[src/rtl/hamming_sector_fixer.sv]
module hamming_sector_fixer #(
  parameter int SECTOR_BYTES = 512,
  parameter int SLICE_W      = 8
) (
  input  logic                            clk,
  input  logic                            rst_n,
  input  logic                            start,
  input  logic [23:0]                     stored_code,
  input  logic [23:0]                     calc_code,
  output logic [$clog2(SECTOR_BYTES)-1:0] buf_addr,
  output logic                            buf_rd_en,
  input  logic [7:0]                      buf_rd_data,
  output logic                            buf_wr_en,
  output logic [7:0]                      buf_wr_data,
  output logic                            done,
  output logic [2:0]                      status
);
  localparam int WORD_W = 32;
  localparam int NSLICE = WORD_W / SLICE_W;
  localparam int SCNT_W = $clog2(SLICE_W + 1);
  localparam int TCNT_W = $clog2(WORD_W + 1);
  localparam int ADDR_W = $clog2(SECTOR_BYTES);

  localparam logic [2:0] ST_CLEAN = 3'd0;
  localparam logic [2:0] ST_FIXED = 3'd1;
  localparam logic [2:0] ST_CODE  = 3'd2;
  localparam logic [2:0] ST_BLANK = 3'd3;
  localparam logic [2:0] ST_BAD   = 3'd4;

  typedef enum logic [2:0] {IDLE, CNT1, CNT2, DECIDE, RD, WR} state_t;
  state_t state;

  function automatic logic [WORD_W-1:0] pack(input logic [23:0] c);
    return {4'h0, c[23:20], c[15:8], 4'h0, c[19:16], c[7:0]};
  endfunction

  logic [WORD_W-1:0] diff_q;
  logic              blank_q;
  logic [SCNT_W-1:0] slice_cnt [NSLICE];
  logic [TCNT_W-1:0] total_q;
  logic [TCNT_W-1:0] total_d;

  always_comb begin
    total_d = '0;
    for (int i = 0; i < NSLICE; i++) total_d += TCNT_W'(slice_cnt[i]);
  end

  always_ff @(posedge clk) begin
    for (int i = 0; i < NSLICE; i++)
      slice_cnt[i] <= SCNT_W'($countones(diff_q[i*SLICE_W +: SLICE_W]));
    total_q <= total_d;
  end

  always_ff @(posedge clk) begin
    if (!rst_n) begin
      state   <= IDLE;
      diff_q  <= '0;
      blank_q <= 1'b0;
      done    <= 1'b0;
      status  <= ST_CLEAN;
    end else begin
      done <= 1'b0;
      case (state)
        IDLE: if (start) begin
          diff_q  <= pack(stored_code) ^ pack(calc_code);
          blank_q <= (pack(stored_code) == 32'h0FFF0FFF) && (calc_code == 24'h0);
          state   <= CNT1;
        end
        CNT1: state <= CNT2;
        CNT2: state <= DECIDE;
        DECIDE: begin
          if (total_q == TCNT_W'(12)) state <= RD;
          else begin
            done  <= 1'b1;
            state <= IDLE;
            if (total_q == '0)               status <= ST_CLEAN;
            else if (total_q == TCNT_W'(1)) status <= ST_CODE;
            else if (blank_q)               status <= ST_BLANK;
            else                            status <= ST_BAD;
          end
        end
        RD: state <= WR;
        WR: begin
          done   <= 1'b1;
          status <= ST_FIXED;
          state  <= IDLE;
        end
        default: state <= IDLE;
      endcase
    end
  end

  assign buf_addr    = diff_q[19 +: ADDR_W];
  assign buf_rd_en   = (state == RD);
  assign buf_wr_en   = (state == WR);
  assign buf_wr_data = buf_rd_data ^ (8'd1 << diff_q[18:16]);
endmodule


[config.mk]
export PLATFORM = sky130hd
export DESIGN_NAME = hamming_sector_fixer
export DESIGN_NICKNAME = d
export VERILOG_FILES = /design/src/rtl/hamming_sector_fixer.sv
export SDC_FILE = /design/constraint.sdc
export NUM_CORES = 1
export LEC_CHECK = 0
export BUFFER_PORTS_ARGS = -buffer_cell sky130_fd_sc_hd__buf_4
export CORE_AREA = 2 2 83 85
export DETAILED_ROUTE_END_ITERATION = 16
export DIE_AREA = 0 0 85 87
export GPL_TIMING_DRIVEN = 1
export PLACE_DENSITY = 0.77
export SLEW_MARGIN = 20
export SYNTH_ARGS = -nofsm -noshare
export SYNTH_HDL_FRONTEND = slang
export SYNTH_SLANG_ARGS = --single-unit
[constraint.sdc]
create_clock -name clk -period 3.7 [get_ports clk]
set_clock_uncertainty 0.2 [all_clocks]
set_input_delay 0.555 -clock clk [delete_from_list [all_inputs] [get_ports clk]]
set_output_delay 0.555 -clock clk [all_outputs]
set_load 0.005 [all_outputs]
# Word level (Yosys, flattened, before mapping)
# Memories as Yosys holds them, arrays and structs flattened.
# Index checks and enable logic that the tools add are counted.
[word_totals]
ram_bits = 16
romBits = 0
wordCells = 68
regBits = 46
output_inout_bits = 23
in_bits = 59
latchBits = 0
memories = 1
[mem_list]
columns = ["name", "depth", "width", "read_ports", "rd_ports_with_merged_regs", "write_ports", "line", "rtl"]
rows = [
  ["slice_cnt", 4, 4, 4, 0, 4, "39", "logic [SCNT_W-1:0] slice_cnt [NSLICE];"],
]
[classes]
eq_ne = 10
n_mul = 0
n_lt_le_gt_ge = 0
n_bitwise = 2
shifts = 1
n_mux = 10
addsub = 31
n_reduce_logical = 7
div = 0
[ops]
columns = ["cell", "n"]
rows = [
  ["$add A1 B1 Y2", 16],
  ["$xor A28 B28 Y28", 1],
  ["$add A2 B2 Y3", 8],
  ["$eq A24 B24 Y1 const B", 1],
  ["$logic_not A24 Y1", 1],
  ["$mux W3", 6],
  ["$add A3 B3 Y4", 4],
  ["$pmux W3 S5", 1],
  ["$shl A1 B3 Y8 const A", 1],
  ["$xor A8 B8 Y8", 1],
  ["$add A5 B4 Y6", 1],
  ["$add A6 B4 Y6", 1],
  ["$eq A3 B2 Y1 const B", 2],
  ["$eq A3 B3 Y1 const B", 2],
  ["$eq A6 B1 Y1 const B", 1],
  ["$eq A6 B4 Y1 const B", 1],
  ["$logic_not A6 Y1", 1],
  ["$pmux W3 S2", 1],
  ["$add A4 B4 Y5", 1],
  ["$ne A2 B2 Y1 const B", 2],
  ["$reduce_and A2 Y1", 2],
  ["$eq A3 B1 Y1 const B", 1],
  ["$logic_not A3 Y1", 1],
  ["$pmux W1 S2", 1],
  ["3 further kinds", 3],
]

# Logic depth before layout (Yosys ltp)
[logic_depth]
ltp_word = 5
mapped_depth = 9
mapped_depth_nobuf = 9

# Worst setup path after synthesis
# No wires, ideal clock.
[synth_path]
path_type = "flip-flop to flip-flop"
startpoint = "register diff_q[19]"
endpoint = "memory slice_cnt[2][2] (netlist name)"
n_path_buf = 0
stages_incl_launch_ff = 10
arrival_time_ps = 2501
required_ps = 3382
slack_ps = 881
cell_sequence = "dfxtp_1 > fa_1 > inv_1 > fa_1 > fa_1 > inv_1 > ha_1 > inv_1 > fa_1 > xnor2_1"
[synth_lines]
columns = ["item", "line", "rtl"]
rows = [
  ["start, declared", "37", "logic [WORD_W-1:0] diff_q;"],
  ["start signal, assigned", "65", "diff_q <= pack(stored_code) ^ pack(calc_code);"],
  ["end, declared", "39", ""],
]

==> results.cfg <==
[placed_design]
post-place-ws_ps = 770
dpl_cell_area_sq_um = 3690
dpl.hpwl_um = 4770
place_congestion = 0.788
port-buffer-count = 81

[floorplanning]
initial_core_util = 0.476
fp.dieH_um = 87
num_rows = 30
die_area_sq_um = 7400
ioPinCount = 82
die_x_um = 85
core_sq_um = 6570

[yosys]
synth_seq_area_share = 0.333
synth_common_cells = dfxtp_1 (52), inv_1 (52), xnor2_1 (36)
syn_avg_cell_area_sq_um = 10.2
netlist_area_sq_um = 3120
synth.top_cell.area_share = 0.333
yosys_warnings = 0
yosysTopAreaCell = dfxtp_1
synth_area_leaders = dfxtp_1 (33%), fa_1 (11%), xnor2_1 (10%)
synth_seq_cells = 52
synthArstFlopShare = 0
synthCells = 306
yosys.cell_types.count = 37
synth_nets = 400
synth_flop_cell = dfxtp_1
synth-edff-count = 0

[timing]
worst_pin_slew_ps = 598
hold_viol = 0
setup_viol = 0
finalCriticalPeriod_ps = 2920
timing.final.crit_share = 0.788
setup_ws_ps = 784
clock.fmax_ghz = 0.343
slew_viol_final = 0
rsz0062_at_grt = false
setup_tns_ps = 0
relSlewSlack = 0.601

[global_routing]
grt_usage = 0.167
grt_max_degree = 51
grt_pass1_vias = 2271
grt_pass1_wl_um = 10000
antenna_found_initial = 0
overflow = 0

[worst_setup_path]
reg2reg_from = diff_q[19]
worst_ep_arrival_time_ps = 2900
crit_chain = fa_1 > inv_1 > fa_1 > fa_1 > inv_1 > ha_1 > inv_1 > fa_1 > xnor2_1
worst-endpoint-required_ps = 3680
slowest_delay_ps = 530
rr_worst_depth = 9
cp_top_family = adder cells
slowest_stage = fa_1
critPathLaunchType = flip-flop
critical_path_buf_inv_count = 3
crit_path_frequent_cell = fa_1
crit_fanout = 3
r2r-end = slice_cnt[2][2]
endpoint_kind = flip-flop
r2r_slack_ps = 780
path_class = flip-flop to flip-flop

[routing]
wl_per_cell_um = 12.6
viasPerCell = 4.80
drc = 0
ant_nets = 0
dr.pass1.iters = 4
vias = 2189
totalWireLength_um = 5760
drt_iter0_markers = 48

[clock_tree]
cts.sinks = 52
clock-root-buffer = clkbuf_8
max-clock-path-buffers = 2
cts_buffers = 5
htree_num_levels = 2
clk_latency_ps = 290
cts_setup_buffers = 0
cts_hold_buf = 0
cts.clk_slew.worst_paths_ps = 80
cts.repair.resized = 0
cts_tree = yes

[min_path]
min_path_cells = 1
min_from = slice_cnt[0][0]
hold_class = flip-flop to flip-flop
min_to = total_q[0]

[flow_run]
maxCapViolCount = 0

[layout]
synthToLayoutAreaGrowth_pct = 20.7
final_core_util = 0.574
diodes = 0
fin_nets = 470
layout-drive-gt1-share = 0.309
final_cell_area_sq_um = 3770

[power_and_ir_drop]
power_density_nw_per_um2 = 451
power_mw = 1.70
peakVddDrop_mv = 0.267
total_leakage_power_nw = 1.67

[status]
status = complete, no violations
## worst register-to-register path, delay by kind of cell (launching register included)
kind / cells / cell delay (ps)
flip-flops: 1 / 350
adder cells (fa/ha/maj): 5 / 1950
XOR/XNOR: 1 / 130
buffers and inverters: 3 / 160
## where the power goes
part / total, mW / internal [mW] / switching [mW]
clock network: 0.297 / 0.129 / 0.168
registers: 0.738 / 0.669 / 0.0680
logic: 0.668 / 0.338 / 0.330
## registers in the layout (all words and copies together), names as in the netlist
signal and cells:
state 3, blank_q 1, total_q 6, status 3, done 1, slice_cnt 14, diff_q 24
## metal layers
layer	global-route usage	wire length (um)
met5	0	0
met1	0.208	2530
met4	0.0202	10
met2	0.304	2930
met3	0.0379	287
## cells by family after synthesis
group,synth area share
buf+inv,0.112
fa+ha+maj,0.181
compound gates,0.124
xor+xnor,0.107
mux,0.00320
flops,0.333
simple gates,0.140
## metrics by stage
stage | instances | hold slack, ps
after floorplan | 306 | 232
after global placement | 449 | 247
after detailed placement | 449 | 247
after CTS | 456 | 278
after global routing | 456 | 299
final | 456 | 277
## layout make-up
| type | count | area, sq um |
|---|---|---|
| Clock buffer | 6 | 72.6 |
| Clock inverter | 1 | 5.00 |
| Fill cell | 589 | 2800 |
| Inverter | 52 | 195 |
| Multi-Input combinational cell | 182 | 1730 |
| Sequential cell | 52 | 1040 |
| Tap cell | 80 | 100 |
| Timing Repair Buffer | 83 | 623 |
## how the worst max path moves through the flow
stage	slack (ps)	startpoint	cells past startpoint	end
after floorplan	880	diff_q[19]	9	slice_cnt[2][2]
after global placement	860	diff_q[19]	9	slice_cnt[2][2]
after detailed placement	770	diff_q[19]	9	slice_cnt[2][2]
after CTS	760	diff_q[19]	9	slice_cnt[2][2]
after global routing	670	diff_q[19]	9	slice_cnt[2][2]
final	780	diff_q[19]	9	slice_cnt[2][2]
## layout by cell type (no fill, tap or decap), drive strengths merged
cell / Yosys / routed
a2111oi: 1 / 1
a211oi: 24 / 24
a21o: 2 / 2
a21oi: 6 / 6
and2: 1 / 1
and3b: 2 / 2
and4b: 1 / 1
buf: 18 / 83
clkbuf: 2 / 6
clkinv: 0 / 1
dfxtp: 52 / 52
fa: 17 / 17
ha: 18 / 18
inv: 52 / 52
mux2i: 1 / 1
nand2: 7 / 7
nand2b: 5 / 5
nand4: 3 / 3
nand4b: 1 / 1
nand4bb: 1 / 1
nor2: 28 / 28
nor2b: 2 / 2
nor3: 4 / 4
nor3b: 1 / 1
nor4b: 4 / 4
nor4bb: 7 / 7
o211a: 1 / 1
o21a: 1 / 1
o31ai: 1 / 1
o32ai: 1 / 1
or3: 2 / 2
or3b: 1 / 1
or4bb: 1 / 1
xnor2: 36 / 36
xor2: 2 / 2
Power figures use the tool's default switching activity.
